$ cat src/rtl/wb_remap_pkg.sv
package wb_remap_pkg;
  localparam int unsigned AW = 32;
  localparam int unsigned DW = 32;
  localparam int unsigned SW = DW / 8;

  typedef logic [AW-1:0] addr_t;

  typedef struct packed {
    logic          cyc;
    logic          stb;
    logic          we;
    logic [SW-1:0] sel;
    logic [DW-1:0] dat;
    logic [2:0]    cti;
    logic [1:0]    bte;
  } req_t;

  typedef struct packed {
    logic          ack;
    logic          err;
    logic [DW-1:0] dat;
  } rsp_t;

  // low-bit mask of a power-of-two size
  function automatic addr_t low_mask(addr_t size);
    return size - addr_t'(1);
  endfunction
endpackage

$ cat src/rtl/wb_origin_stage.sv
module wb_origin_stage
  import wb_remap_pkg::*;
#(
  parameter bit    EN   = 1'b1,
  parameter addr_t BASE = 32'h0001_0000,
  parameter addr_t SIZE = 32'h1000_0000
) (
  input  addr_t adr_i,
  output addr_t adr_o
);
  generate
    if (EN) begin : g_on
      localparam addr_t MASK = low_mask(SIZE);
      assign adr_o = BASE + (adr_i & MASK);
    end else begin : g_off
      assign adr_o = adr_i;
    end
  endgenerate
endmodule

$ cat src/rtl/wb_region_entry.sv
module wb_region_entry
  import wb_remap_pkg::*;
#(
  parameter addr_t SRC  = 32'h0000_0000,
  parameter addr_t DST  = 32'h0000_0000,
  parameter addr_t SIZE = 32'h0000_1000
) (
  input  addr_t adr_i,
  output logic  hit_o,
  output addr_t adr_o
);
  localparam addr_t MASK = low_mask(SIZE);
  localparam addr_t TAG  = SRC & ~MASK;
  localparam addr_t NEWT = DST & ~MASK;

  assign hit_o = (adr_i & ~MASK) == TAG;
  assign adr_o = NEWT | (adr_i & MASK);
endmodule

$ cat src/rtl/wb_region_stage.sv
module wb_region_stage
  import wb_remap_pkg::*;
#(
  parameter int                      N_REGIONS    = 4,
  parameter logic [((N_REGIONS>0)?N_REGIONS:1)*AW-1:0] SRC_BASES    = '0,
  parameter logic [((N_REGIONS>0)?N_REGIONS:1)*AW-1:0] DST_BASES    = '0,
  parameter logic [((N_REGIONS>0)?N_REGIONS:1)*AW-1:0] REGION_SIZES = '0
) (
  input  addr_t adr_i,
  output addr_t adr_o
);
  generate
    if (N_REGIONS > 0) begin : g_tab
      logic  [N_REGIONS-1:0] hit;
      addr_t                 cand [N_REGIONS];

      for (genvar i = 0; i < N_REGIONS; i++) begin : g_ent
        wb_region_entry #(
          .SRC (SRC_BASES[i*AW +: AW]),
          .DST (DST_BASES[i*AW +: AW]),
          .SIZE(REGION_SIZES[i*AW +: AW])
        ) u_ent (
          .adr_i(adr_i),
          .hit_o(hit[i]),
          .adr_o(cand[i])
        );
      end

      // walk down so the lowest matching index lands last
      always_comb begin
        adr_o = adr_i;
        for (int i = N_REGIONS - 1; i >= 0; i--) begin
          if (hit[i]) adr_o = cand[i];
        end
      end
    end else begin : g_none
      assign adr_o = adr_i;
    end
  endgenerate
endmodule

$ cat src/rtl/wb_addr_remap.sv
module wb_addr_remap
  import wb_remap_pkg::*;
#(
  parameter bit    ORIGIN_EN   = 1'b0,
  parameter addr_t ORIGIN_BASE = 32'h0000_0000,
  parameter addr_t ORIGIN_SIZE = 32'h1000_0000,
  parameter int    N_REGIONS   = 4,
  parameter logic [((N_REGIONS>0)?N_REGIONS:1)*32-1:0] SRC_BASES =
    {32'h0003_0000, 32'h0002_0000, 32'h0001_0000, 32'h0000_0000},
  parameter logic [((N_REGIONS>0)?N_REGIONS:1)*32-1:0] DST_BASES =
    {32'h3000_0000, 32'h2000_0000, 32'h1000_0000, 32'h0000_0000},
  parameter logic [((N_REGIONS>0)?N_REGIONS:1)*32-1:0] REGION_SIZES =
    {32'h0000_1000, 32'h0000_1000, 32'h0000_1000, 32'h0000_1000}
) (
  input  logic        clk_i,
  input  logic        rst_ni,
  input  logic        m_cyc_i,
  input  logic        m_stb_i,
  input  logic        m_we_i,
  input  logic [3:0]  m_sel_i,
  input  logic [31:0] m_adr_i,
  input  logic [31:0] m_dat_i,
  input  logic [2:0]  m_cti_i,
  input  logic [1:0]  m_bte_i,
  output logic        m_ack_o,
  output logic        m_err_o,
  output logic [31:0] m_dat_o,
  output logic        s_cyc_o,
  output logic        s_stb_o,
  output logic        s_we_o,
  output logic [3:0]  s_sel_o,
  output logic [31:0] s_adr_o,
  output logic [31:0] s_dat_o,
  output logic [2:0]  s_cti_o,
  output logic [1:0]  s_bte_o,
  input  logic        s_ack_i,
  input  logic        s_err_i,
  input  logic [31:0] s_dat_i
);
  req_t  req;
  rsp_t  rsp;
  addr_t adr_mid;

  assign req = '{cyc: m_cyc_i, stb: m_stb_i, we: m_we_i, sel: m_sel_i,
                 dat: m_dat_i, cti: m_cti_i, bte: m_bte_i};
  assign {s_cyc_o, s_stb_o, s_we_o, s_sel_o, s_dat_o, s_cti_o, s_bte_o} = req;

  assign rsp = '{ack: s_ack_i, err: s_err_i, dat: s_dat_i};
  assign {m_ack_o, m_err_o, m_dat_o} = rsp;

  wb_origin_stage #(
    .EN  (ORIGIN_EN),
    .BASE(ORIGIN_BASE),
    .SIZE(ORIGIN_SIZE)
  ) u_org (
    .adr_i(m_adr_i),
    .adr_o(adr_mid)
  );

  wb_region_stage #(
    .N_REGIONS   (N_REGIONS),
    .SRC_BASES   (SRC_BASES),
    .DST_BASES   (DST_BASES),
    .REGION_SIZES(REGION_SIZES)
  ) u_reg (
    .adr_i(adr_mid),
    .adr_o(s_adr_o)
  );
endmodule

$ cat config.mk
export PLATFORM = sky130hd
export DESIGN_NAME = wb_addr_remap
export DESIGN_NICKNAME = d
export VERILOG_FILES = /design/src/rtl/wb_remap_pkg.sv /design/src/rtl/wb_origin_stage.sv /design/src/rtl/wb_region_entry.sv /design/src/rtl/wb_region_stage.sv /design/src/rtl/wb_addr_remap.sv
export SDC_FILE = /design/constraint.sdc
export NUM_CORES = 1
export LEC_CHECK = 0
export ABC_AREA = 1
export BUFFER_PORTS_ARGS = -buffer_cell sky130_fd_sc_hd__buf_2
export CORE_ASPECT_RATIO = 1.1
export CORE_MARGIN = 8
export CORE_UTILIZATION = 30
export DETAILED_ROUTE_END_ITERATION = 6
export PLACE_DENSITY_LB_ADDON = 0.1
export SETUP_SLACK_MARGIN = 0.5
export SLEW_MARGIN = 0
export SYNTH_ARGS = -nofsm -noshare
export SYNTH_HDL_FRONTEND = slang
export SYNTH_HIERARCHICAL = 1
export SYNTH_SLANG_ARGS = --single-unit
$ cat constraint.sdc
create_clock -name vclk -period 1.1
set_input_delay 0 -clock vclk [all_inputs]
set_output_delay 0 -clock vclk [all_outputs]
set_load 0.005 [all_outputs]
* Word level (Yosys, flattened, before mapping)
Index checks and enable logic that the tools add are counted. Widths: inputs -> output; s select.
Word-level totals: flip-flop bits (word level) 0, logic and storage cells 8
Operators by class: equal/unequal tests 3, multiplexer cells 4, reductions and logical operators 1
Operators by type and width (count):
- $mux 32 | 4
- $eq 20x6->1 const B | 2
- $logic_not 32->1 | 1
- $eq 20x5->1 const B | 1

* Longest topological paths before layout
Gate-level depths: netlist of run 1.
depth after elaboration 5, depth in mapped cells 14, depth with buffers taken out 11

* By module
The synthesis of run 1 kept the hierarchy.
Modules (own cells, without submodules):
- wb_region_stage | times used 1, cells an instance 414, area each 1849.3 µm²
- wb_region_entry (u_reg.g_tab.g_ent[1].u_ent ...) | times used 3, cells an instance 52, area each 322.8 µm²
- wb_addr_remap | times used 1, cells an instance 78, area each 585.6 µm²
- wb_region_entry (u_reg.g_tab.g_ent[0].u_ent) | times used 1, cells an instance 50, area each 315.3 µm²
- wb_origin_stage | times used 1, cells an instance 32, area each 240.2 µm²

* Worst setup path before layout of run 1
No wires, ideal clock.
path kind input port to output port, start point input m_adr_i[29], end point output s_adr_o[10], arrival 1049 ps, path slack 51 ps, stages 14, path buffers 3, path through buf_4 -> nor2_1 -> nand2_1 -> nor2_1 -> nand2_1 -> nor2_2 -> buf_6 -> inv_6 -> buf_8 -> nand2_2 -> nand3_1 -> nand2_1 -> nand2_1 -> nand2_1
On the way: cells in the longest elaborated chain, start to end 4
Ends and longest elaborated chain:
- start, declared | line wb_addr_remap.sv:21 | input logic [31:0] m_adr_i,
- $eq 20x6->1 | line wb_region_entry.sv:16 | assign hit_o = (adr_i & ~MASK) == TAG;
- $mux 32 (2 in series) | line wb_region_stage.sv:33 | if (hit[i]) adr_o = cand[i];
- $mux 32 * | line wb_region_stage.sv:33
- end, declared | line wb_addr_remap.sv:32 | output logic [31:0] s_adr_o,
Mark *: on every way between the ends. The rest lies on a longest branch, timed or not.

* Worst setup path in the final report of run 1
start point input m_adr_i[27], end point output s_adr_o[24]
RTL lines:
- $logic_not 32->1 | line wb_region_entry.sv:16
- via u_reg.g_tab.hit[0] | line wb_region_stage.sv:14 | logic [N_REGIONS-1:0] hit;
- $mux 32 | line wb_region_stage.sv:33
The timed path passes the listed nets, and every way through them passes these cells.

==> results by group, run 1 <==
Clock tree
  – Hold buffers post-CTS: 0

Synthesis
  – Ys Warns: 6
  – Largest area contributor in the netlist: buf_4
  – Yosys top cell area share: 46.5%
  – Most common cell in the netlist: buf_4
  – Sequential area share after synthesis: 0%
  – Area contributors post-synth: buf_4 (46%), nand2_1 (17%), inv_1 (9.4%)
  – Most frequent cells after synthesis: buf_4 (245), nand2_1 (175), inv_1 (99)
  – Mapped Area: 3960 µm²
  – Syn avg cell area: 5.42 µm²
  – Synth cell types: 16
  – Synth Instances: 730

STA
  – Final setup fails: 32
  – Final Hold Fails: 0
  – Tmin final: 1.33 ns
  – Setup TNS: -6.61 ns
  – Fmax: 0.751 GHz
  – Worst setup margin: -0.231 ns
  – RSZ-0062 raised after global routing: yes
  – Final worst-path cycle share: 121%
  – Slew Limit Fails: 0

GRT
  – Initial antenna violation count: 0
  – Total grt overflow: 0
  – First-pass GRT wire length: 13900 µm
  – Largest net degree at the start of global routing: 35
  – Gr usage total: 9.39%
  – Vias in the first global route: 2813

Power and ir drop
  – Static leakage: 0.00216 µW
  – PD cells: 170 nW/µm²
  – Max VDD drop: 0.000105 V

Worst setup path
  – Critical path type: input port to output pin
  – Worst path slowest cell: nor2_4
  – Crit-path cells: buf_6 -> buf_6 -> nor2_4 -> nand2_2 -> nor2_4 -> nand2_4 -> nor2_4 -> buf_6 -> buf_12 -> a21oi_1 -> nand2_1 -> nand2_1 -> buf_2
  – CP max stage delay: 0.21 ns
  – Setup crit end kind: output pin
  – Setup crit start kind: input port
  – Max Fanout on Critical Path: 7
  – Crit path DAT: 1.33 ns
  – WP data required: 1.10 ns

Detailed routing
  – Vias/cell: 3.79
  – Residual DRC count: 0
  – Detailed Route WL: 9250 µm
  – TritonRoute pass-1 iters: 4
  – WL per Instance: 11.3 µm
  – Initial DRC count: 77
  – Via count: 3107
  – Post-route ant nets: 0

Final layout
  – Sequential cell area: 0 µm²
  – Layout cells sized above 1: 32.1%
  – Area grow syn2layout: -2.40%
  – # nets final: 772
  – Seq_cells: 0
  – Final Cell Area: 3860 µm²
  – Clkbuf count: 0
  – Antenna Cells: 0
  – Fillers: 1490

Hold path
  – Hold endpoint: m_dat_o[30]
  – Hold Crit Start: s_dat_i[30]
  – Hold Path Stages: 0
  – Worst Hold Class: input port to output pin

Status
  – Violated checks: negative setup slack
  – Outcome: complete, but fails checks

Place
  – DP HPWL: 6390 µm
  – Placed Instance Area: 3150 µm²
  – RD Place Congestion: 0.793
  – Buffers added on ports: 64

Floorplan
  – Row count: 44
  – Initial Util: 30.3%
  – Full die area: 17100 µm²
  – Die Ht: 136 µm
  – Die X-Extent: 126 µm
  – Top Ports: 222
  – Core area: 13000 µm²

Flow run
  – Max-capacitance violation count: 0
==> how the worst max path moves through the flow <==
stage | startpoint | endpoint | cells past startpoint
after CTS | m_adr_i[29] | s_adr_o[24] | 13
after floorplan | m_adr_i[29] | s_adr_o[11] | 14
final | m_adr_i[27] | s_adr_o[24] | 13
after global routing | m_adr_i[29] | s_adr_o[15] | 14
after global placement | m_adr_i[27] | s_adr_o[15] | 13
after detailed placement | m_adr_i[29] | s_adr_o[15] | 13
==> per-layer routing <==
| metal | wire length [µm] | global-route usage (%) | vias to the layer above |
|---|---|---|---|
| li1 | - | - | 1702 |
| met1 | 4270 | 12.1 | 1299 |
| met2 | 4370 | 16.2 | 80 |
| met3 | 448 | 1.45 | 26 |
| met4 | 161 | 1.96 | 0 |
| met5 | 0 | 0 | - |
==> worst max-delay path, delay by kind of cell <==
kind	cells	cell delay, ns
buffers and inverters	5	0.58
AO/OA/AOI/OAI	1	0.04
AND/OR/NAND/NOR	7	0.69
==> report_power, final <==
part / switching, µW / internal [µW]
clock network: 0 / 0
registers: 0 / 0
logic: 358 / 297
total: 358 / 297
==> kinds of logic (layout without fill, tap and decap cells) <==
logic type	Yosys count	after routing	share of synthesized area, %
other	7	80	0.664
buffers and inverters	367	222	59.9
AOI/OAI and AO/OA	64	64	8.09
and+or+nand+nor	292	292	31.4
==> timing repair <==
action,in CTS,in global routing
gates resized for setup,42,66
setup buffers,9,1
setup endpoints to repair,32,32
cloned,4,7
pin swaps,18,26
==> final cells by class <==
class	instances	area (µm²)	area share, %
Multi-Input combinational cell	436	2100	54.4
Tap cell	161	201	5.21
Timing Repair Buffer	121	1160	30.1
Inverter	101	398	10.3
==> stage by stage <==
| step | util (%) | power, µW | hold slack (ns) | cells | setup slack, ns |
|---|---|---|---|---|---|
| 2_1_floorplan | - | 969 | 0.0808 | 803 | 0.0640 |
| 3_3_place_gp | 24.2 | 556 | 0.0000346 | 798 | -0.349 |
| 3_5_place_dp | 24.2 | 558 | 0.0000346 | 798 | -0.367 |
| 4_1_cts | 26.7 | 595 | 0.0000346 | 811 | -0.255 |
| 5_1_grt | 29.6 | 754 | 0.00000796 | 819 | -0.386 |
| 6_report | 29.6 | 655 | 0.00000172 | 819 | -0.231 |
==> cell usage in the layout (no fill, tap or decap), types with 2 or more instances in the layout <==
cell       instances
a21oi_1           54
a21oi_2           10
and2_0             2
and2_4             2
buf_12            10
buf_16             4
buf_2             53
buf_4             26
buf_6             19
buf_8              3
clkbuf_16          5
conb_1            80
inv_1             99
nand2_1          163
nand2_2           39
nand2_4            3
nand3_1           25
nand3_2            7
nand4_1            4
nor2_1            20
nor2_2            15
nor2_4            12
No activity file was read; power rests on OpenSTA's default activity.
==> run 2: changes to the inputs <==
- ABC_AREA: 1 -> 0
==> run 2 against run 1 <==
The run still ends with negative setup slack left. Count of clock-buffer cells in the layout stayed put. Synthesized cell count is 41% lower. Total power is 11% lower. Combinational power is 11% lower. Fmax is 19% lower. Sequential cell count stayed put. Synthesized area is 16% lower. Cell count is 39% lower. Die area is 14% lower. Critical endpoint is now s_adr_o[3].
==> results by group, run 2 <==
Status
  – Outcome: complete, but fails checks
  – Violated checks: negative setup slack

STA
  – WHS: 0.00000198 ns
  – Worst setup margin: -0.541 ns
  – RSZ-0062 raised after global routing: yes
  – Final setup fails: 32
  – Final Hold Fails: 0
  – Setup TNS: -15.18 ns
  – Tmin final: 1.64 ns
  – Final worst-path cycle share: 149%
  – Fmax: 0.609 GHz
  – Slew Limit Fails: 0

Place
  – Buffers added on ports: 64
  – Pre-CTS WS: -0.566 ns
  – RD Place Congestion: 0.684
  – DP HPWL: 5210 µm
  – Cells after DPL: 491

Synthesis
  – Syn avg cell area: 7.77 µm²
  – Most common cell in the netlist: buf_4
  – Area contributors post-synth: buf_4 (54%), o22ai_2 (11%), mux2_2 (8.1%)
  – Largest area contributor in the netlist: buf_4
  – Synth cell types: 23
  – Sequential area share after synthesis: 0%
  – Most frequent cells after synthesis: buf_4 (241), o22ai_1 (33), a21oi_1 (32)
  – Synth Instances: 430
  – Yosys top cell area share: 54.2%
  – Mapped Area: 3340 µm²
  – Ys Warns: 6

Flow run
  – Max-capacitance violation count: 0

Detailed routing
  – Vias/cell: 4.13
  – Met3 wire len: 520 µm
  – Via count: 2071
  – TritonRoute pass-1 iters: 4
  – Post-route ant nets: 0
  – Met2 wire len: 3560 µm
  – WL per Instance: 14.1 µm
  – Detailed Route WL: 7050 µm
  – Highest metal used: met4
  – Residual DRC count: 0
  – Met1 WL: 2830 µm
  – Initial DRC count: 58

Hold path
  – Hold Path Stages: 0
  – Hold endpoint: m_dat_o[20]
  – Worst Hold Class: input port to output pin
  – Hold Crit Start: s_dat_i[20]

Final layout
  – Layout cells sized above 1: 58.2%
  – Sequential cell area: 0 µm²
  – Antenna Cells: 0
  – Final core utilization: 28.4%
  – Fillers: 1225
  – Clkbuf count: 0
  – # nets final: 468
  – Cell Count, Final, Fillers Out: 501
  – Seq_cells: 0
  – Area grow syn2layout: -7.38%
  – Most frequent cells in the layout: conb_1 (80), buf_2 (50), o22ai_2 (38)
  – Commonest non-fill, non-tap cell in the layout: conb_1

GRT
  – Largest net degree at the start of global routing: 33
  – Vias in the first global route: 2066
  – First-pass GRT wire length: 10900 µm
  – Gr usage total: 9.00%
  – Total grt overflow: 0
  – Initial antenna violation count: 0

Floorplan
  – Row count: 40
  – Core area: 10900 µm²
  – Die X-Extent: 117 µm
  – Initial Util: 30.6%
  – Die Ht: 127 µm
  – Full die area: 14800 µm²
  – Top Ports: 222

Worst setup path
  – Crit path DAT: 1.64 ns
  – Setup crit end kind: output pin
  – Max Fanout on Critical Path: 5
  – Setup crit start kind: input port
  – Crit-path cells: buf_12 -> nor4_4 -> nand3_2 -> nor2_4 -> buf_6 -> buf_12 -> buf_16 -> mux2_4 -> o22ai_2 -> a21oi_1 -> buf_2
  – Worst path slowest cell: mux2_4
  – CP max stage delay: 0.30 ns
  – Critical path type: input port to output pin
  – Critical path's most frequent cell: buf_12
  – WP data required: 1.10 ns

Power and ir drop
  – Static leakage: 0.00129 µW
  – Max VDD drop: 0.000158 V
  – PD cells: 189 nW/µm²

Clock tree
  – Hold buffers post-CTS: 0
-- run 2: changes by cell type after synthesis, moves of 6 or more --
cell | before | now
inv_1 | 99 | 1
mux2_2 | 0 | 24
nand2_1 | 175 | 4
mux2_1 | 0 | 8
nand3_1 | 32 | 4
nand2_2 | 30 | 0
buf_2 | 16 | 6
nor4_1 | 0 | 7
nor2_1 | 43 | 5
clkbuf_1 | 0 | 6
o22ai_2 | 0 | 30
nor4_2 | 0 | 9
o22ai_1 | 0 | 33
a21oi_1 | 64 | 32
-- run 2: final cells by class --
type	count	area, µm²	share of cell area (%)
Multi-Input combinational cell	243	1940	62.8
Timing Repair Buffer	109	960	31.0
Tap cell	147	184	5.94
Inverter	2	7.51	0.243
-- run 2: worst max-delay path by stage --
stage	endpoint	startpoint	slack, ns
2_1_floorplan	s_adr_o[10]	m_adr_i[14]	-0.23
3_3_place_gp	s_adr_o[20]	m_adr_i[29]	-0.56
3_5_place_dp	s_adr_o[20]	m_adr_i[29]	-0.57
4_1_cts	s_adr_o[31]	m_adr_i[29]	-0.52
5_1_grt	s_adr_o[18]	m_adr_i[29]	-0.62
6_report	s_adr_o[3]	m_adr_i[29]	-0.54
-- run 2: metrics by stage --
step           total power, µW  cell area [µm²]
6_report                   584             3090
5_1_grt                    645             3090
4_1_cts                    581             3020
3_5_place_dp               523             2690
3_3_place_gp               522             2690
2_1_floorplan              956             3820
-- run 2: per-layer routing --
metal / vias up / global-route usage [%]
li1: 1044 / -
met1: 918 / 10.5
met2: 87 / 16.1
met3: 22 / 2.42
met4: 0 / 1.73
met5: - / 0
-- run 2: critical path: cells and delay by family --
family,cells,cell delay [ns]
buffers and inverters,5,0.60
and+or+nand+nor,3,0.60
muxes,1,0.30
AOI/OAI and AO/OA,2,0.14
-- run 2: report_power, final --
group,internal [µW],switching [µW]
combinational,312,272
sequential,0,0
clock,0,0
total,312,272
-- run 2: repair_timing --
item | 4_1_cts | 5_1_grt
setup endpoints to repair | 32 | 32
pin swaps | 2 | 2
setup buffers | 6 | 0
gates cloned | 3 | 1
resized for setup | 49 | 9
-- run 2: cells by family after synthesis --
kind of cell,share of synthesized area [%]
simple gates,7.72
buf+inv,58.2
mux,10.8
compound gates,22.5
other cells,0.787
